$ cat config.mk
export PLATFORM = sky130hd
export DESIGN_NAME = spi_sclk_divider
export DESIGN_NICKNAME = d
export VERILOG_FILES = /design/src/rtl/spi_clkdiv_pkg.sv /design/src/rtl/clkdiv_decode.sv /design/src/rtl/clkdiv_timer.sv /design/src/rtl/clkdiv_edges.sv /design/src/rtl/spi_sclk_divider.sv
export SDC_FILE = /design/constraint.sdc
export NUM_CORES = 1
export LEC_CHECK = 0
export BUFFER_PORTS_ARGS = -buffer_cell sky130_fd_sc_hd__buf_2
export CAP_MARGIN = 20
export CORE_AREA = 5 5 74 76
export DETAILED_ROUTE_END_ITERATION = 8
export DIE_AREA = 0 0 79 81
export PLACE_DENSITY = 0.69
export SYNTH_ARGS = -nofsm -noshare
export SYNTH_HDL_FRONTEND = slang
export SYNTH_HIERARCHICAL = 1
export SYNTH_SLANG_ARGS = --single-unit
$ cat constraint.sdc
create_clock -name clk -period 5.45 [get_ports clk]
set_input_delay 0.2725 -clock clk [delete_from_list [all_inputs] [get_ports clk]]
set_output_delay 0.2725 -clock clk [all_outputs]
set_load 0.01 [all_outputs]
$ cat src/rtl/spi_clkdiv_pkg.sv
package spi_clkdiv_pkg;
  typedef enum logic {
    DIV_EXP = 1'b0,
    DIV_LIN = 1'b1
  } div_mode_e;

  function automatic int max_int(input int a, input int b);
    return (a > b) ? a : b;
  endfunction
endpackage

$ cat src/rtl/clkdiv_decode.sv
module clkdiv_decode
  import spi_clkdiv_pkg::*;
#(
  parameter int LIN_W  = 8,
  parameter int EXP_W  = 4,
  parameter int HALF_W = 16,
  localparam int CTRL_W = LIN_W + EXP_W + 1
) (
  input  logic [CTRL_W-1:0] ctrl_i,
  output logic [HALF_W-1:0] half_o
);
  localparam logic [HALF_W-1:0] ONE = HALF_W'(1);

  div_mode_e        mode;
  logic [LIN_W-1:0] lin_n;
  logic [EXP_W-1:0] exp_n;

  assign mode  = div_mode_e'(ctrl_i[LIN_W+EXP_W]);
  assign lin_n = ctrl_i[LIN_W-1:0];
  assign exp_n = ctrl_i[LIN_W+EXP_W-1:LIN_W];

  always_comb begin
    if (mode == DIV_LIN) half_o = {{(HALF_W-LIN_W){1'b0}}, lin_n} + ONE;
    else                 half_o = ONE << exp_n;
  end
endmodule

$ cat src/rtl/clkdiv_timer.sv
module clkdiv_timer #(
  parameter int HALF_W = 16
) (
  input  logic              clk,
  input  logic              rst,
  input  logic              run,
  input  logic              cpol,
  input  logic [HALF_W-1:0] half_i,
  output logic              tog_o,
  output logic              phase_o,
  output logic              pol_o
);
  localparam logic [HALF_W-1:0] ONE = HALF_W'(1);

  logic [HALF_W-1:0] half_q, cnt_q;
  logic              phase_q, pol_q;

  assign tog_o   = run && (cnt_q == half_q - ONE);
  assign phase_o = phase_q;
  assign pol_o   = pol_q;

  always_ff @(posedge clk) begin
    if (rst) begin
      cnt_q   <= '0;
      phase_q <= 1'b0;
      half_q  <= ONE;
      pol_q   <= 1'b0;
    end else if (!run) begin
      cnt_q   <= '0;
      phase_q <= 1'b0;
      half_q  <= half_i;
      pol_q   <= cpol;
    end else if (tog_o) begin
      cnt_q   <= '0;
      phase_q <= ~phase_q;
      if (phase_q) half_q <= half_i;
    end else begin
      cnt_q <= cnt_q + ONE;
    end
  end


  cnt_in_range_chk: assert property (@(posedge clk) disable iff (rst)
    cnt_q < half_q);


  half_hold_chk: assert property (@(posedge clk) disable iff (rst)
    (run && $past(run) && !$past(rst) && !($past(tog_o) && $past(phase_q)))
      |-> $stable(half_q));
endmodule

$ cat src/rtl/clkdiv_edges.sv
module clkdiv_edges (
  input  logic clk,
  input  logic rst,
  input  logic run,
  input  logic cpol,
  input  logic tog_i,
  input  logic phase_i,
  input  logic pol_i,
  output logic sclk_o,
  output logic lead_o,
  output logic trail_o
);
  always_ff @(posedge clk) begin
    if (rst || !run) begin
      sclk_o  <= cpol;
      lead_o  <= 1'b0;
      trail_o <= 1'b0;
    end else begin
      sclk_o  <= pol_i ^ (phase_i ^ tog_i);
      lead_o  <= tog_i & ~phase_i;
      trail_o <= tog_i & phase_i;
    end
  end


  one_strobe_chk: assert property (@(posedge clk) disable iff (rst)
    !(lead_o && trail_o));


  lead_moves_chk: assert property (@(posedge clk) disable iff (rst)
    (lead_o || trail_o) |-> (sclk_o != $past(sclk_o)));


  lead_level_chk: assert property (@(posedge clk) disable iff (rst)
    lead_o |-> (sclk_o != pol_i));


  stop_idle_chk: assert property (@(posedge clk) disable iff (rst)
    !run |=> (!lead_o && !trail_o && sclk_o == $past(cpol)));
endmodule

$ cat src/rtl/spi_sclk_divider.sv
module spi_sclk_divider
  import spi_clkdiv_pkg::*;
#(
  parameter int LIN_W = 8,
  parameter int EXP_W = 4,
  localparam int CTRL_W = LIN_W + EXP_W + 1
) (
  input  logic              clk,
  input  logic              rst,
  input  logic              run,
  input  logic              cpol,
  input  logic [CTRL_W-1:0] div_ctrl,
  output logic              sclk,
  output logic              lead_stb,
  output logic              trail_stb
);
  localparam int HALF_W = max_int(LIN_W + 1, 1 << EXP_W);

  logic [HALF_W-1:0] half;
  logic              tog, phase, pol;

  clkdiv_decode #(.LIN_W(LIN_W), .EXP_W(EXP_W), .HALF_W(HALF_W)) dec_i (
    .ctrl_i (div_ctrl),
    .half_o (half)
  );

  clkdiv_timer #(.HALF_W(HALF_W)) tmr_i (
    .clk     (clk),
    .rst     (rst),
    .run     (run),
    .cpol    (cpol),
    .half_i  (half),
    .tog_o   (tog),
    .phase_o (phase),
    .pol_o   (pol)
  );

  clkdiv_edges edg_i (
    .clk     (clk),
    .rst     (rst),
    .run     (run),
    .cpol    (cpol),
    .tog_i   (tog),
    .phase_i (phase),
    .pol_i   (pol),
    .sclk_o  (sclk),
    .lead_o  (lead_stb),
    .trail_o (trail_stb)
  );
endmodule

# After elaboration in Yosys (flattened, before gate mapping)
# Cells that the tools add are included.
[word_totals]
output_inout_bits = 3
reg_bits = 37
elab_cells = 31
in_bits = 17
[classes]
addsub = 3
n_reduce_logical = 6
bitwise_logic = 6
n_shift = 1
eq_ne = 3
mux = 5
[op_table]
columns = ["cell", "count"]
rows = [
  ["two-way mux 16 bit", 4],
  ["adder 16 x 1 -> 16 bit (second input constant)", 1],
  ["equality test 16 bit", 1],
  ["left shift 1 x 4 -> 16 bit (first input constant)", 1],
  ["subtractor 16 x 1 -> 16 bit (second input constant)", 1],
  ["adder 8 x 1 -> 9 bit (second input constant)", 1],
  ["inequality test 2 x 1 -> 1 bit (second input constant)", 2],
  ["OR reduction 3 bit", 1],
  ["bitwise AND 1 bit", 2],
  ["NOT 1 bit", 2],
  ["AND reduction 2 bit", 1],
  ["OR reduction 2 bit", 1],
  ["bitwise XOR 1 bit", 2],
  ["logical AND 1 bit", 1],
  ["zero test 1 bit", 1],
  ["logical OR 1 bit", 1],
  ["two-way mux 1 bit", 1],
]

# Depth between registers and ports, before layout
[logic_depth]
depth_word = 6
ltp_mapped = 11
mapped_depth_nobuf = 11

# Modules after synthesis
# The synthesis kept the hierarchy.
[modules_own_cells]
columns = ["module", "seq_area_each_um2", "area_each_um2", "instances", "cells_each"]
rows = [
  ["clkdiv_timer", 680.7, 1905.6, 1, 222],
  ["clkdiv_decode", 0.0, 315.3, 1, 53],
  ["clkdiv_edges", 60.1, 141.4, 1, 11],
]

# Least setup slack after synthesis
# No wires, ideal clock.
[synth_timing]
path_type = "flip-flop to flip-flop"
from = "register tmr_i.half_q[0]"
to = "register edg_i.sclk_o"
path_stages_with_launch = 12
setup_ns = 0.121
n_path_buf = 0
period_less_slack_ns = 3.078
t_arrival_ns = 2.957
required_time_ns = 5.329
path_slack_ns = 2.372
path_cell_list = "dfxtp_1 inv_1 ha_1 or3b_2 nor4_4 nand3_1 a221oi_2 a41oi_1 nor4b_1 ha_1 xnor2_1 mux2_4"
[synth_via]
elab_chain_cells = 6
[synth_rtl]
columns = ["element", "line", "source"]
rows = [
  ["from (decl)", "clkdiv_timer.sv:15", "logic [HALF_W-1:0] half_q, cnt_q;"],
  ["from (signal assigned)", "clkdiv_timer.sv:31", "half_q <= half_i;"],
  ["from (signal assigned)", "clkdiv_timer.sv:36", "if (phase_q) half_q <= half_i;"],
  ["subtractor 16 x 1 -> 16 bit", "clkdiv_timer.sv:18", "assign tog_o = run && (cnt_q == half_q - ONE);"],
  ["equality test 16 bit", "clkdiv_timer.sv:18", ""],
  ["logical AND 1 bit", "clkdiv_timer.sv:18", ""],
  ["named net tog", "spi_sclk_divider.sv:20", "logic tog, phase, pol;"],
  ["bitwise XOR 1 bit (2 in a row)", "clkdiv_edges.sv:19", "sclk_o <= pol_i ^ (phase_i ^ tog_i);"],
  ["two-way mux 1 bit", "clkdiv_edges.sv:14", "if (rst || !run) begin"],
  ["to (signal assigned)", "clkdiv_edges.sv:15", "sclk_o <= cpol;"],
  ["to (signal assigned)", "clkdiv_edges.sv:19", ""],
  ["to (decl)", "clkdiv_edges.sv:9", "output logic sclk_o,"],
]
# The timed path passes the listed nets, and every way through them passes these cells.
# A chain may end at the register's enable or synchronous reset.

# Final worst setup path
[layout_timing]
from = "register tmr_i.half_q[4]"
to = "register edg_i.sclk_o"
# The elaborated chain is that of the path after synthesis.

==> flow_metrics.env <==
export IMPL_power_internal_mw=0.409
export IMPL_cts_buffer_depth=2
export IMPL_slew_headroom=0.362
export IMPL_start_util=0.507
export IMPL_worstPathRequired_ns=5.63
export IMPL_overflow=0
export IMPL_cts_clk_slew_worst_paths_ns=0.07
export IMPL_synthCells=286
export IMPL_highest_layer="met4"
export IMPL_drc=0
export IMPL_synth_cell_types=51
export IMPL_htreeDepth=2
export IMPL_grt_util_all_layers=0.155
export IMPL_antenna_found_initial=0
export IMPL_postCtsSetupBuffers=0
export IMPL_hold_path_class="primary input to flop"
export IMPL_synth_area_um2=2360
export IMPL_die_area_um2=6400
export IMPL_ys_ff_latch=37
export IMPL_dp_hpwl_um=3520
export IMPL_layout_commonest_cell="nand2_1"
export IMPL_io_pins=20
export IMPL_crit_path_start_kind="flop"
export IMPL_root_buffer="clkbuf_8"
export IMPL_final_hold_viol_count=0
export IMPL_finalWorstPathRequiredPeriod_ns=3.33
export IMPL_wl_per_cell_um=12.7
export IMPL_grt_pass1_vias=1784
export IMPL_viasPerCell=5.45
export IMPL_setup_ws_ns=2.12
export IMPL_io_buffers=19
export IMPL_setup_tns_ns=0
export IMPL_ys_seq_area_frac=0.314
export IMPL_first_pass_iters=4
export IMPL_hold_buffers=0
export IMPL_wl_met2_um=1980
export IMPL_rr_startpoint="tmr_i/half_q[4]$_SDFFE_PP0P_"
export IMPL_wl_met1_um=2270
export IMPL_cpLargestDelayFamily="simple AND/OR/NAND/NOR gates"
export IMPL_max_slew_worst_pin_slew_ns=0.956
export IMPL_finalSetupViolations=0
export IMPL_critPathKind="flop to flop"
export IMPL_tritoncts="done"
export IMPL_power_density_nw_per_um2=220
export IMPL_drt_iter0_markers=73
export IMPL_cp_arrival_ns=3.51
export IMPL_p_seq_frac=0.508
export IMPL_switchingPower_mw=0.152
export IMPL_synth_edf_count=0
export IMPL_cts_resized=0
export IMPL_finalClockSkew_ns=0.00471
export IMPL_ir_drop_mv=0.100
export IMPL_synth_top_flop_cell="dfxtp_1"
export IMPL_holdCritStartpoint="cpol"
export IMPL_die_y_um=81
export IMPL_num_nets_final=325
export IMPL_cts_made_buffers=5
export IMPL_rsz0062_at_grt="no"
export IMPL_switching_share=0.271
export IMPL_cap_violations=0
export IMPL_cts_sinks=37
export IMPL_combPwrFrac=0.169
export IMPL_drive_gt1_frac=0.138
export IMPL_grt_max_degree=33
export IMPL_via_count=1950
export IMPL_final_cell_mix="43 x nand2_1, 39 x nor2_1, 37 x dfxtp_1, 21 x xnor2_1, 19 x buf_2"
export IMPL_slowest_stage="or4_4"
export IMPL_clk_latency_ns=0.28
export IMPL_globalplace_congestion=0.872
export IMPL_crit_chain="or4_4 > nor3_2 > mux2_2 > a31oi_1 > a41oi_1 > nor4b_1 > ha_1 > xnor2_1 > mux2_4"
export IMPL_fmax_ghz=0.300
export IMPL_place_ws_ns=2.10
export IMPL_crit_start="tmr_i/half_q[4]$_SDFFE_PP0P_"
export IMPL_cp_slowest_stage_delay_ns=0.60
export IMPL_clkPwrFrac=0.323
export IMPL_placed_cell_area_um2=2460
export IMPL_synth_area_per_cell_um2=8.26
export IMPL_yosysWarnings=6
export IMPL_antennaDiodeCount=0
export IMPL_syn_nets=308
export IMPL_area_growth_pct=7.79
export IMPL_endpoint_kind="flop"
export IMPL_fp_coreArea_um2=4660
export IMPL_wl_um=4540
export IMPL_rows=25
export IMPL_outcome="complete, no violations"
export IMPL_period_share=0.612
export IMPL_p_leak_nw=1.00
export IMPL_slew_viol_final=0
export IMPL_path_max_fanout=7
export IMPL_synth_async_reset_ratio=0
export IMPL_grt_pass1_wl_um=7970
export IMPL_antenna_left=0
export IMPL_crit_buf_inv=0
export IMPL_die_w_um=79
export IMPL_postLayoutCellArea_um2=2550
export IMPL_route_met3_wl_um=152
-- synth_stat cells, types with 2 or more instances --
cell type | number | share of area
clkbuf_1 | 5 | 0.0079
o211ai_1 | 4 | 0.013
or3b_2 | 2 | 0.0074
mux2i_1 | 17 | 0.072
nand3_1 | 15 | 0.032
nand4_1 | 4 | 0.011
nor3_1 | 6 | 0.013
nand3b_1 | 2 | 0.0064
dfxtp_1 | 37 | 0.31
o21ai_0 | 4 | 0.0085
buf_6 | 4 | 0.019
inv_1 | 8 | 0.013
xor2_1 | 16 | 0.059
or3_1 | 3 | 0.0079
ha_1 | 5 | 0.026
nor4_1 | 2 | 0.0053
nand2b_1 | 6 | 0.016
xnor2_1 | 21 | 0.078
nor3b_1 | 2 | 0.0064
and2_2 | 2 | 0.0064
nor2_1 | 39 | 0.062
or4_1 | 4 | 0.013
a41oi_1 | 2 | 0.0074
nand2_1 | 43 | 0.068
and3_1 | 6 | 0.016
o41ai_1 | 2 | 0.0074
-- kinds of logic after synthesis --
kind of cell	Yosys count	synth area share
XOR/XNOR	37	0.137
AND/OR/NAND/NOR	143	0.303
AO/OA/AOI/OAI	26	0.0927
flip-flops	37	0.314
adder cells (fa/ha/maj)	5	0.0265
buffers and inverters	19	0.0434
multiplexers	19	0.0832
-- registers in the layout, indices dropped and copies added (netlist names) --
name / flops
tmr_i/cnt_q: 16
tmr_i/half_q: 16
edg_i/lead_o: 1
edg_i/sclk_o: 1
edg_i/trail_o: 1
tmr_i/phase_o: 1
tmr_i/pol_o: 1
-- final timing paths --
path	endpoint	slack, ns	depth (start not counted)
worst max-delay path	edg_i/sclk_o$_DFF_P_	2.12	9
worst min-delay path	edg_i/sclk_o$_DFF_P_	0.23	2
worst max register to register	edg_i/sclk_o$_DFF_P_	2.12	9
worst min register to register	tmr_i/half_q[15]$_SDFFE_PP0P_	0.50	2
-- area by class of cell --
class,count,area [µm²]
clock buffer,6,72.6
clock inverter,2,10.0
fill,437,2110
inverter,9,33.8
multi-input combinational,230,1520
sequential,37,741
tap,54,67.6
timing repair buffer,20,103
-- metrics by stage --
| step | std cells | power, mW | hold slack, ns | util |
|---|---|---|---|---|
| 2_1_floorplan | 286 | 0.364 | 0.345 | - |
| 3_3_place_gp | 349 | 0.383 | 0.474 | 0.527 |
| 3_5_place_dp | 349 | 0.385 | 0.484 | 0.527 |
| 4_1_cts | 357 | 0.566 | 0.217 | 0.545 |
| 5_1_grt | 358 | 0.595 | 0.228 | 0.546 |
| 6_report | 358 | 0.561 | 0.228 | 0.546 |
-- worst reg2reg max path, cell delays in order (launching register included) --
cell and delay (ns):
dfxtp_1 0.37, or4_4 0.60, nor3_2 0.36, mux2_2 0.38, a31oi_1 0.17, a41oi_1 0.12
nor4b_1 0.52, ha_1 0.33, xnor2_1 0.13, mux2_4 0.25
-- power groups by stage --
stage,combinational (mW),clock (mW),sequential (mW)
6_report,0.0949,0.181,0.285
5_1_grt,0.106,0.203,0.286
4_1_cts,0.0947,0.187,0.284
3_5_place_dp,0.0944,0,0.291
3_3_place_gp,0.0930,0,0.290
2_1_floorplan,0.0744,0,0.289
-- layer usage --
layer | vias to the layer above | track usage
met4 | 0 | 0.0893
met3 | 10 | 0.0255
met5 | - | 0
met1 | 876 | 0.206
met2 | 35 | 0.238
li1 | 1029 | -
Power figures use the tool's default switching activity.
